File: src/rtl/padattr_pkg.sv
package padattr_pkg;

   localparam int unsigned ATTR_W = 13;

   // Attribute word, MSB first; bit positions are fixed by the pad cells.
   typedef struct packed {
      logic [3:0] drive;      // 12:9
      logic [1:0] slew;       // 8:7
      logic       open_drain; // 6
      logic       schmitt;    // 5
      logic       keeper;     // 4
      logic       pull_up;    // 3
      logic       pull_en;    // 2
      logic       virt_od;    // 1
      logic       invert;     // 0
   } pad_attr_t;

   localparam logic [ATTR_W-1:0] FULL_MASK = '1;

endpackage

File: src/rtl/padattr_dec.sv
module padattr_dec #(
   parameter int unsigned NP     = 6,
   parameter int unsigned ADDR_W = 4
) (
   input  logic [ADDR_W-1:0] addr_i,
   output logic [NP-1:0]     attr_sel_o,
   output logic [NP-1:0]     lock_sel_o
);

   always_comb begin
      for (int i = 0; i < NP; i++) begin
         attr_sel_o[i] = (addr_i == ADDR_W'(i));
         lock_sel_o[i] = (addr_i == ADDR_W'(NP + i));
      end
   end

endmodule

File: src/rtl/padattr_slot.sv
module padattr_slot #(
   parameter int unsigned       ATTR_W    = 13,
   parameter logic [ATTR_W-1:0] MASK      = '1,
   parameter bit                LOCK_IMPL = 1'b1
) (
   input  logic              clk_i,
   input  logic              rst_ni,
   input  logic              attr_we_i,
   input  logic              lock_we_i,
   input  logic [ATTR_W-1:0] wdata_i,
   output logic [ATTR_W-1:0] attr_o,
   output logic              wen_o
);

   logic store;
   assign store = attr_we_i & wen_o;

   // Flops only for implemented bits; the rest are tied low.
   for (genvar b = 0; b < ATTR_W; b++) begin : g_bit
      if (MASK[b]) begin : g_ff
         always_ff @(posedge clk_i or negedge rst_ni) begin
            if (!rst_ni)    attr_o[b] <= 1'b0;
            else if (store) attr_o[b] <= wdata_i[b];
         end
      end else begin : g_tie
         assign attr_o[b] = 1'b0;
      end
   end

   if (LOCK_IMPL) begin : g_lock
      always_ff @(posedge clk_i or negedge rst_ni) begin
         if (!rst_ni)                      wen_o <= 1'b1;
         else if (lock_we_i && !wdata_i[0]) wen_o <= 1'b0;
      end
   end else begin : g_nolock
      assign wen_o = 1'b1;
      logic unused_lock;
      assign unused_lock = lock_we_i;
   end

   logic unused_wdata;
   assign unused_wdata = ^(wdata_i & ~MASK);

endmodule

File: src/rtl/padattr_rdmux.sv
module padattr_rdmux #(
   parameter int unsigned NP     = 6,
   parameter int unsigned ATTR_W = 13,
   parameter int unsigned DATA_W = 32
) (
   input  logic [NP-1:0][ATTR_W-1:0] attr_i,
   input  logic [NP-1:0]             wen_i,
   input  logic [NP-1:0]             attr_sel_i,
   input  logic [NP-1:0]             lock_sel_i,
   output logic [DATA_W-1:0]         rdata_o
);

   always_comb begin
      rdata_o = '0;
      for (int i = 0; i < NP; i++) begin
         if (attr_sel_i[i]) rdata_o = rdata_o | DATA_W'(attr_i[i]);
         if (lock_sel_i[i]) rdata_o = rdata_o | DATA_W'(wen_i[i]);
      end
   end

endmodule

File: src/rtl/padattr_bank.sv
module padattr_bank
   import padattr_pkg::*;
#(
   parameter int unsigned NUM_MUX   = 4,
   parameter int unsigned NUM_DED   = 2,
   parameter int unsigned ADDR_W    = 4,
   parameter int unsigned DATA_W    = 32,
   parameter bit          LOCK_IMPL = 1'b1,
   parameter logic [NUM_MUX-1:0][ATTR_W-1:0] MUX_MASK =
      {13'h1FFF, 13'h07FF, 13'h1FFF, 13'h1FFF},
   parameter logic [NUM_DED-1:0][ATTR_W-1:0] DED_MASK =
      {13'h1FED, 13'h1FFF}
) (
   input  logic                             clk_i,
   input  logic                             rst_ni,
   input  logic [ADDR_W-1:0]                addr_i,
   input  logic [DATA_W-1:0]                wdata_i,
   input  logic                             wr_en_i,
   output logic [DATA_W-1:0]                rdata_o,
   output logic [NUM_MUX-1:0][ATTR_W-1:0]   mux_attr_o,
   output logic [NUM_DED-1:0][ATTR_W-1:0]   ded_attr_o
);

   localparam int unsigned NP = NUM_MUX + NUM_DED;
   localparam logic [NP-1:0][ATTR_W-1:0] ALL_MASK = {DED_MASK, MUX_MASK};

   if (NUM_MUX < 1 || NUM_DED < 1) begin : g_bad_count
      $error("padattr_bank: each pad group needs at least one pad");
   end
   if (DATA_W < ATTR_W) begin : g_bad_width
      $error("padattr_bank: DATA_W narrower than the attribute word");
   end
   if (2 * NP > (1 << ADDR_W)) begin : g_bad_addr
      $error("padattr_bank: ADDR_W too small for the register map");
   end

   logic [NP-1:0][ATTR_W-1:0] attr_all;
   logic [NP-1:0]             wen_all;
   logic [NP-1:0]             attr_sel;
   logic [NP-1:0]             lock_sel;

   padattr_dec #(.NP(NP), .ADDR_W(ADDR_W)) u_dec (
      .addr_i     (addr_i),
      .attr_sel_o (attr_sel),
      .lock_sel_o (lock_sel)
   );

   for (genvar i = 0; i < NP; i++) begin : g_pad
      padattr_slot #(
         .ATTR_W    (ATTR_W),
         .MASK      (ALL_MASK[i]),
         .LOCK_IMPL (LOCK_IMPL)
      ) u_slot (
         .clk_i     (clk_i),
         .rst_ni    (rst_ni),
         .attr_we_i (attr_sel[i] & wr_en_i),
         .lock_we_i (lock_sel[i] & wr_en_i),
         .wdata_i   (wdata_i[ATTR_W-1:0]),
         .attr_o    (attr_all[i]),
         .wen_o     (wen_all[i])
      );
   end

   padattr_rdmux #(.NP(NP), .ATTR_W(ATTR_W), .DATA_W(DATA_W)) u_rd (
      .attr_i     (attr_all),
      .wen_i      (wen_all),
      .attr_sel_i (attr_sel),
      .lock_sel_i (lock_sel),
      .rdata_o    (rdata_o)
   );

   assign mux_attr_o = attr_all[NUM_MUX-1:0];
   assign ded_attr_o = attr_all[NP-1:NUM_MUX];

   if (DATA_W > ATTR_W) begin : g_wide
      logic unused_upper;
      assign unused_upper = ^wdata_i[DATA_W-1:ATTR_W];
   end

endmodule

File: config.mk
export PLATFORM = sky130hd
export DESIGN_NAME = padattr_bank
export DESIGN_NICKNAME = d
export VERILOG_FILES = /design/src/rtl/padattr_pkg.sv /design/src/rtl/padattr_dec.sv /design/src/rtl/padattr_slot.sv /design/src/rtl/padattr_rdmux.sv /design/src/rtl/padattr_bank.sv
export SDC_FILE = /design/constraint.sdc
export NUM_CORES = 1
export LEC_CHECK = 0
export ABC_AREA = 1
export ABC_CLOCK_PERIOD_IN_PS = 1500
export BUFFER_PORTS_ARGS = -buffer_cell sky130_fd_sc_hd__buf_2
export CORE_AREA = 2 2 120 122
export CTS_BUF_LIST = sky130_fd_sc_hd__clkbuf_4 sky130_fd_sc_hd__clkbuf_8
export DETAILED_ROUTE_END_ITERATION = 7
export DIE_AREA = 0 0 122 124
export HOLD_SLACK_MARGIN = 0.1
export PLACE_DENSITY = 0.55
export SYNTH_ARGS = -nofsm -noshare
export SYNTH_HDL_FRONTEND = slang
export SYNTH_SLANG_ARGS = --single-unit
File: constraint.sdc
create_clock -name clk_i -period 1.5 [get_ports clk_i]
set_input_delay 0 -clock clk_i [delete_from_list [all_inputs] [get_ports clk_i]]
set_output_delay 0 -clock clk_i [all_outputs]
set_load 0.05 [all_outputs]
# Yosys cells after proc, flatten, opt, wreduce, memory -nomap -nowiden
# Index checks and enable logic that the tools add are counted.
[word_totals] register_bits=80 in_bits=39 out_inout_bits=110 elab_cells=140
[classes] n_eq_ne=11 mux=12 bitwise_logic=29 n_reduce_logical=8
[op_table] op="32-bit two-way mux" count=11
[op_table] op="32-bit by 1-bit bitwise OR with 32-bit output" count=6
[op_table] op="32-bit by 13-bit bitwise OR with 32-bit output" count=4
[op_table] op="32-bit by 11-bit bitwise OR with 32-bit output" count=1
[op_table] op="1-bit bitwise AND" count=18
[op_table] op="4-bit by 3-bit equality test with 1-bit output, second input constant" count=4
[op_table] op="4-bit equality test, second input constant" count=4
[op_table] op="13-bit two-way mux" count=1
[op_table] op="4-bit by 2-bit equality test with 1-bit output, second input constant" count=2
[op_table] op="1-bit logical AND" count=6
[op_table] op="4-bit by 1-bit equality test with 1-bit output, second input constant" count=1
[op_table] op="4-bit zero test" count=1
[op_table] op="1-bit zero test" count=1

# Longest topological paths before layout
[logic_depth] depth_word=24 mapped_depth=8 ltp_nobuf=8

# Hierarchy
# From an unflattened synthesis, not the netlist that was laid out.
[hier_totals] hier_cells=554 area_unflattened_um2=4146.5
[modules_own_cells] module="padattr_slot (g_pad[0].u_slot ...)" instances=4 cells_each=60 area_per_inst_um2=559.3 seq_area_each_um2=351.6
[modules_own_cells] module="padattr_slot (g_pad[2].u_slot ...)" instances=2 cells_each=55 area_per_inst_um2=500.5 seq_area_each_um2=301.5
[modules_own_cells] module="padattr_rdmux" instances=1 cells_each=156 area_per_inst_um2=720.7 seq_area_each_um2=0.0
[modules_own_cells] module="padattr_bank" instances=1 cells_each=25 area_per_inst_um2=101.3 seq_area_each_um2=0.0
[modules_own_cells] module="padattr_dec" instances=1 cells_each=23 area_per_inst_um2=86.3 seq_area_each_um2=0.0

# Worst setup path after synthesis
# No wires, ideal clock.
[synth_timing] path_kind="register to output" from="register g_pad[2].u_slot.attr_o[0]" to="output rdata_o[0]" t_arrival_ps=1257 required_ps=1500 setup_slack_ps=243 path_stages_with_launch=5 path_buffers=0 cell_sequence="dfrtp_1 -> nand3_1 -> nand2_1 -> nor2_1 -> nand3_1"
[synth_via] elab_chain_len=16
[synth_lines] item="start: declaration" line_no="padattr_slot.sv:11" source="output logic [ATTR_W-1:0] attr_o,"
[synth_lines] item="start signal: indexed assignment" line_no="padattr_slot.sv:23" source="else if (store) attr_o[b] <= wdata_i[b];"
[synth_lines] item="32-bit by 11-bit bitwise OR with 32-bit output (*)" line_no="padattr_rdmux.sv:16" source="if (attr_sel_i[i]) rdata_o = rdata_o | DATA_W'(attr_i[i]);"
[synth_lines] item="32-bit two-way mux (*)" line_no="padattr_rdmux.sv:16"
[synth_lines] item="32-bit by 1-bit bitwise OR with 32-bit output" line_no="padattr_rdmux.sv:17" source="if (lock_sel_i[i]) rdata_o = rdata_o | DATA_W'(wen_i[i]);"
[synth_lines] item="32-bit two-way mux (*)" line_no="padattr_rdmux.sv:17"
[synth_lines] item="32-bit by 13-bit bitwise OR with 32-bit output" line_no="padattr_rdmux.sv:16"
[synth_lines] item="32-bit two-way mux (*)" line_no="padattr_rdmux.sv:16"
[synth_lines] item="32-bit by 1-bit bitwise OR with 32-bit output" line_no="padattr_rdmux.sv:17"
[synth_lines] item="32-bit two-way mux (*)" line_no="padattr_rdmux.sv:17"
[synth_lines] item="32-bit by 13-bit bitwise OR with 32-bit output" line_no="padattr_rdmux.sv:16"
[synth_lines] item="32-bit two-way mux (*)" line_no="padattr_rdmux.sv:16"
[synth_lines] item="32-bit by 1-bit bitwise OR with 32-bit output" line_no="padattr_rdmux.sv:17"
[synth_lines] item="32-bit two-way mux (*)" line_no="padattr_rdmux.sv:17"
[synth_lines] item="32-bit by 13-bit bitwise OR with 32-bit output" line_no="padattr_rdmux.sv:16"
[synth_lines] item="32-bit two-way mux (*)" line_no="padattr_rdmux.sv:16"
[synth_lines] item="32-bit by 1-bit bitwise OR with 32-bit output" line_no="padattr_rdmux.sv:17"
[synth_lines] item="32-bit two-way mux (*)" line_no="padattr_rdmux.sv:17"
[synth_lines] item="end: declaration" line_no="padattr_bank.sv:19" source="output logic [DATA_W-1:0] rdata_o,"
# Every way passes the cells marked *; elsewhere a longest branch is shown, timed or not.

# Worst setup path in the final report
[layout_timing] from="input wr_en_i" to="register g_pad[0].u_slot.wen_o"
[layout_via] elab_chain_len=2
[layout_lines] item="start: declaration" line_no="padattr_bank.sv:18" source="input logic wr_en_i,"
[layout_lines] item="1-bit bitwise AND" line_no="padattr_bank.sv:57" source=".lock_we_i (lock_sel[i] & wr_en_i),"
[layout_lines] item="1-bit logical AND" line_no="padattr_slot.sv:33" source="else if (lock_we_i && !wdata_i[0]) wen_o <= 1'b0;"
[layout_lines] item="end signal: assignment" line_no="padattr_slot.sv:32" source="if (!rst_ni) wen_o <= 1'b1;"
[layout_lines] item="end signal: assignment" line_no="padattr_slot.sv:33"
[layout_lines] item="end: declaration" line_no="padattr_slot.sv:12" source="output logic wen_o"
# Every way passes these cells.
# A chain may end at the register's enable or synchronous reset.

==> qor.txt <==
HP Class: input port to async pin
Clk network pwr share: 0.285
Die Ht: 124 µm
Final Skew: 0.01151 ns
Ys Warns: 0
Vias after detailed routing: 3625
Synthesized area per cell: 8.208 µm²
Startpoint types: input port
IO buf count: 106
CP max stage cell: dlygate4sd3_1
Final Routed Wirelength: 12170 µm
Psw: 1.916 mW
Mapped Cells: 493
R2R Setup Slk: 0.14 ns
Initial core utilization: 0.2949
Worst IR Drop VDD: 0.0004325 V
Flop pwr share: 0.469
LEAKAGE: 2.839 nW
Placer Congestion: 0.8557
Slew Viols, Final: 0
Initial drt markers: 209
Share of layout cells above drive strength 1: 0.3137
Final hold violation count: 0
Netlist cell types: 25
WP data required: 1.81 ns
Yosys reg bits: 80
Global-route congestion overflow total: 0
Post-DR vias/cell: 4.399
TritonCTS clock tree: done
Number of iterations in the first detailed-routing pass: 4
Synthesized area: 4046 µm²
First-pass GRT wire length: 18850 µm
Critical path cell sequence: dlygate4sd3_1, buf_2, nand2_1, o31ai_1, dlygate4sd3_1, inv_1
Commonest non-fill, non-tap cell in the layout: nand2_1
Tmin final: 1.405 ns
Sink Count: 80
Ant diodes: 0
CP dominant cell by count: dlygate4sd3_1
Horiz. Die Dim: 122 µm
Clock transition at the registers of the reported paths: 0.08 ns
# nets final: 679
Most frequent cells in the layout: nand2_1, buf_2, dfrtp_1, inv_1, o21ai_0
Worst Path Buf+Inv: 4
CTS H-tree lvls: 3
Status: completed
Deepest clock path buffer count: 2
Clk Latency, worst-skew pair: 0.37 ns
Final setup fails: 0
Final period util: 0.9370
Int Pwr: 3.291 mW
HPWL after DPL: 8750 µm
GRT Util Overall: 0.1676
DRC viols: 0
Max Freq: 711.5 MHz
Max cap viols: 0
Critical path fanouts, max: 7
Die area: 15130 µm²
Initial antenna violation count: 0
Critical Path Sink Type: flip-flop
Crit path DAT: 1.72 ns
Comb power frac: 0.246
Largest net degree at the start of global routing: 36
# rows: 43
I/O pin cnt: 149
CP max stage delay: 0.57 ns
Register area share after synthesis: 0.4966
Inserted Clock Buffers: 9
Clk root buf: clkbuf_8
Vias in the first global route: 3346
DR WL/cell: 14.77 µm
Critical path class: input port to flip-flop
Antenna-violating nets left: 0
Fill cell count: 1421
PwrDens: 1002 nW/µm²
Fin util: 0.3787
Crit-path leading delay family: buffers and inverters
Unrepaired setup endpoints after global routing: no
TNS Setup: 0 ns
Area Growth Syn to Fin: 28.39%
Core area: 13720 µm²
Sw Ratio: 0.3679
Yosys cell counts:
cell / count / area [µm²]
a31oi_1: 2 / 12.51
buf_2: 10 / 50.05
buf_4: 24 / 180.2
buf_6: 6 / 67.56
conb_1: 1 / 3.750
dfrtp_1: 74 / 1852
dfstp_2: 6 / 157.7
inv_1: 48 / 180.2
inv_2: 4 / 15.01
inv_6: 1 / 8.760
nand2_1: 178 / 668.1
nand2_2: 2 / 12.51
nand2_4: 1 / 11.26
nand3_1: 17 / 85.08
nand3_2: 2 / 20.02
nand3_4: 3 / 52.55
nand3b_1: 2 / 15.01
nor2_1: 21 / 78.83
nor2_2: 2 / 12.51
nor2_4: 4 / 45.04
nor3_1: 2 / 10.01
o21ai_0: 32 / 160.2
o21ai_1: 26 / 130.1
o21ai_2: 24 / 210.2
o31ai_1: 1 / 7.510
state kept, by name, indices dropped and copies added (netlist names):
| name | count |
|---|---|
| g_pad.u_slot.attr_o | 74 |
| g_pad.u_slot.wen_o | 6 |
worst reg2reg max path: stages, from the launching register on:
cell,delay [ns]
dfstp_2,0.57
buf_4,0.13
nand3_4,0.29
nand2_1,0.15
o21ai_0,0.09
cells by family (layout without fill, tap and decap cells):
family / Yosys count / count (layout) / share of synthesized area
buffers and inverters: 93 / 222 / 0.1240
flip-flops: 80 / 80 / 0.4966
AO/OA/AOI/OAI: 85 / 85 / 0.1286
AND/OR/NAND/NOR: 234 / 234 / 0.2498
other: 1 / 23 / 0.0009268
through the flow:
step	power, mW	area [µm²]	setup WS [ns]	hold WS, ns	instances
floorplan	3.413	4129	0.2430	-0.2956	515
global placement	3.721	4812	0.07856	-0.03076	789
detailed placement	3.735	4812	0.07975	-0.02710	789
CTS	5.273	5171	0.02243	0.1122	822
global route	5.464	5195	0.004606	0.1273	824
finish	5.207	5195	0.09456	0.1113	824
worst paths after layout:
kind / startpoint / end / cells past startpoint
min in group clk_i: addr_i[2] / g_pad[5].u_slot.wen_o$_DFFE_PN1P_ / 4
min: rst_ni / g_pad[0].u_slot.attr_o[0]$_DFFE_PN0P_ / 2
max: wr_en_i / g_pad[0].u_slot.wen_o$_DFFE_PN1P_ / 6
max in group asynchronous: rst_ni / g_pad[4].u_slot.attr_o[6]$_DFFE_PN0P_ / 3
max reg2reg: g_pad[0].u_slot.wen_o$_DFFE_PN1P_ / g_pad[0].u_slot.attr_o[6]$_DFFE_PN0P_ / 4
min reg2reg: g_pad[2].u_slot.wen_o$_DFFE_PN1P_ / g_pad[2].u_slot.wen_o$_DFFE_PN1P_ / 2
timing repair:
item | in CTS | in global routing
endpoints found under the hold margin | 158 | 0
resized for setup | 1 | 3
hold buffers | 18 | 0
setup buffers | 0 | 2
setup endpoints to repair | 1 | 2
final cells by class:
| cell class | instances | area (µm²) | share of cell area |
|---|---|---|---|
| Clock buffer | 12 | 158.9 | 0.03059 |
| Multi-Input combinational cell | 342 | 1623 | 0.3124 |
| Clock inverter | 3 | 17.52 | 0.003372 |
| Timing Repair Buffer | 154 | 957.2 | 0.1842 |
| Sequential cell | 80 | 2009 | 0.3868 |
| Tap cell | 180 | 225.2 | 0.04335 |
| Inverter | 53 | 203.9 | 0.03926 |
power groups by stage:
stage | logic [mW] | clock network [mW] | registers [mW]
6_report | 1.28 | 1.48 | 2.44
5_1_grt | 1.37 | 1.63 | 2.47
4_1_cts | 1.29 | 1.54 | 2.45
3_5_place_dp | 1.25 | 0 | 2.48
3_3_place_gp | 1.24 | 0 | 2.48
2_1_floorplan | 0.483 | 0 | 2.93
routing by layer:
metal,global-route usage,share of wire,vias to the layer above
met3,0.04808,0.060,12
met5,0,0,-
li1,-,-,1797
met1,0.2291,0.47,1706
met2,0.2605,0.46,110
met4,0.04598,0.011,0
(Power assumes the default switching activity.)
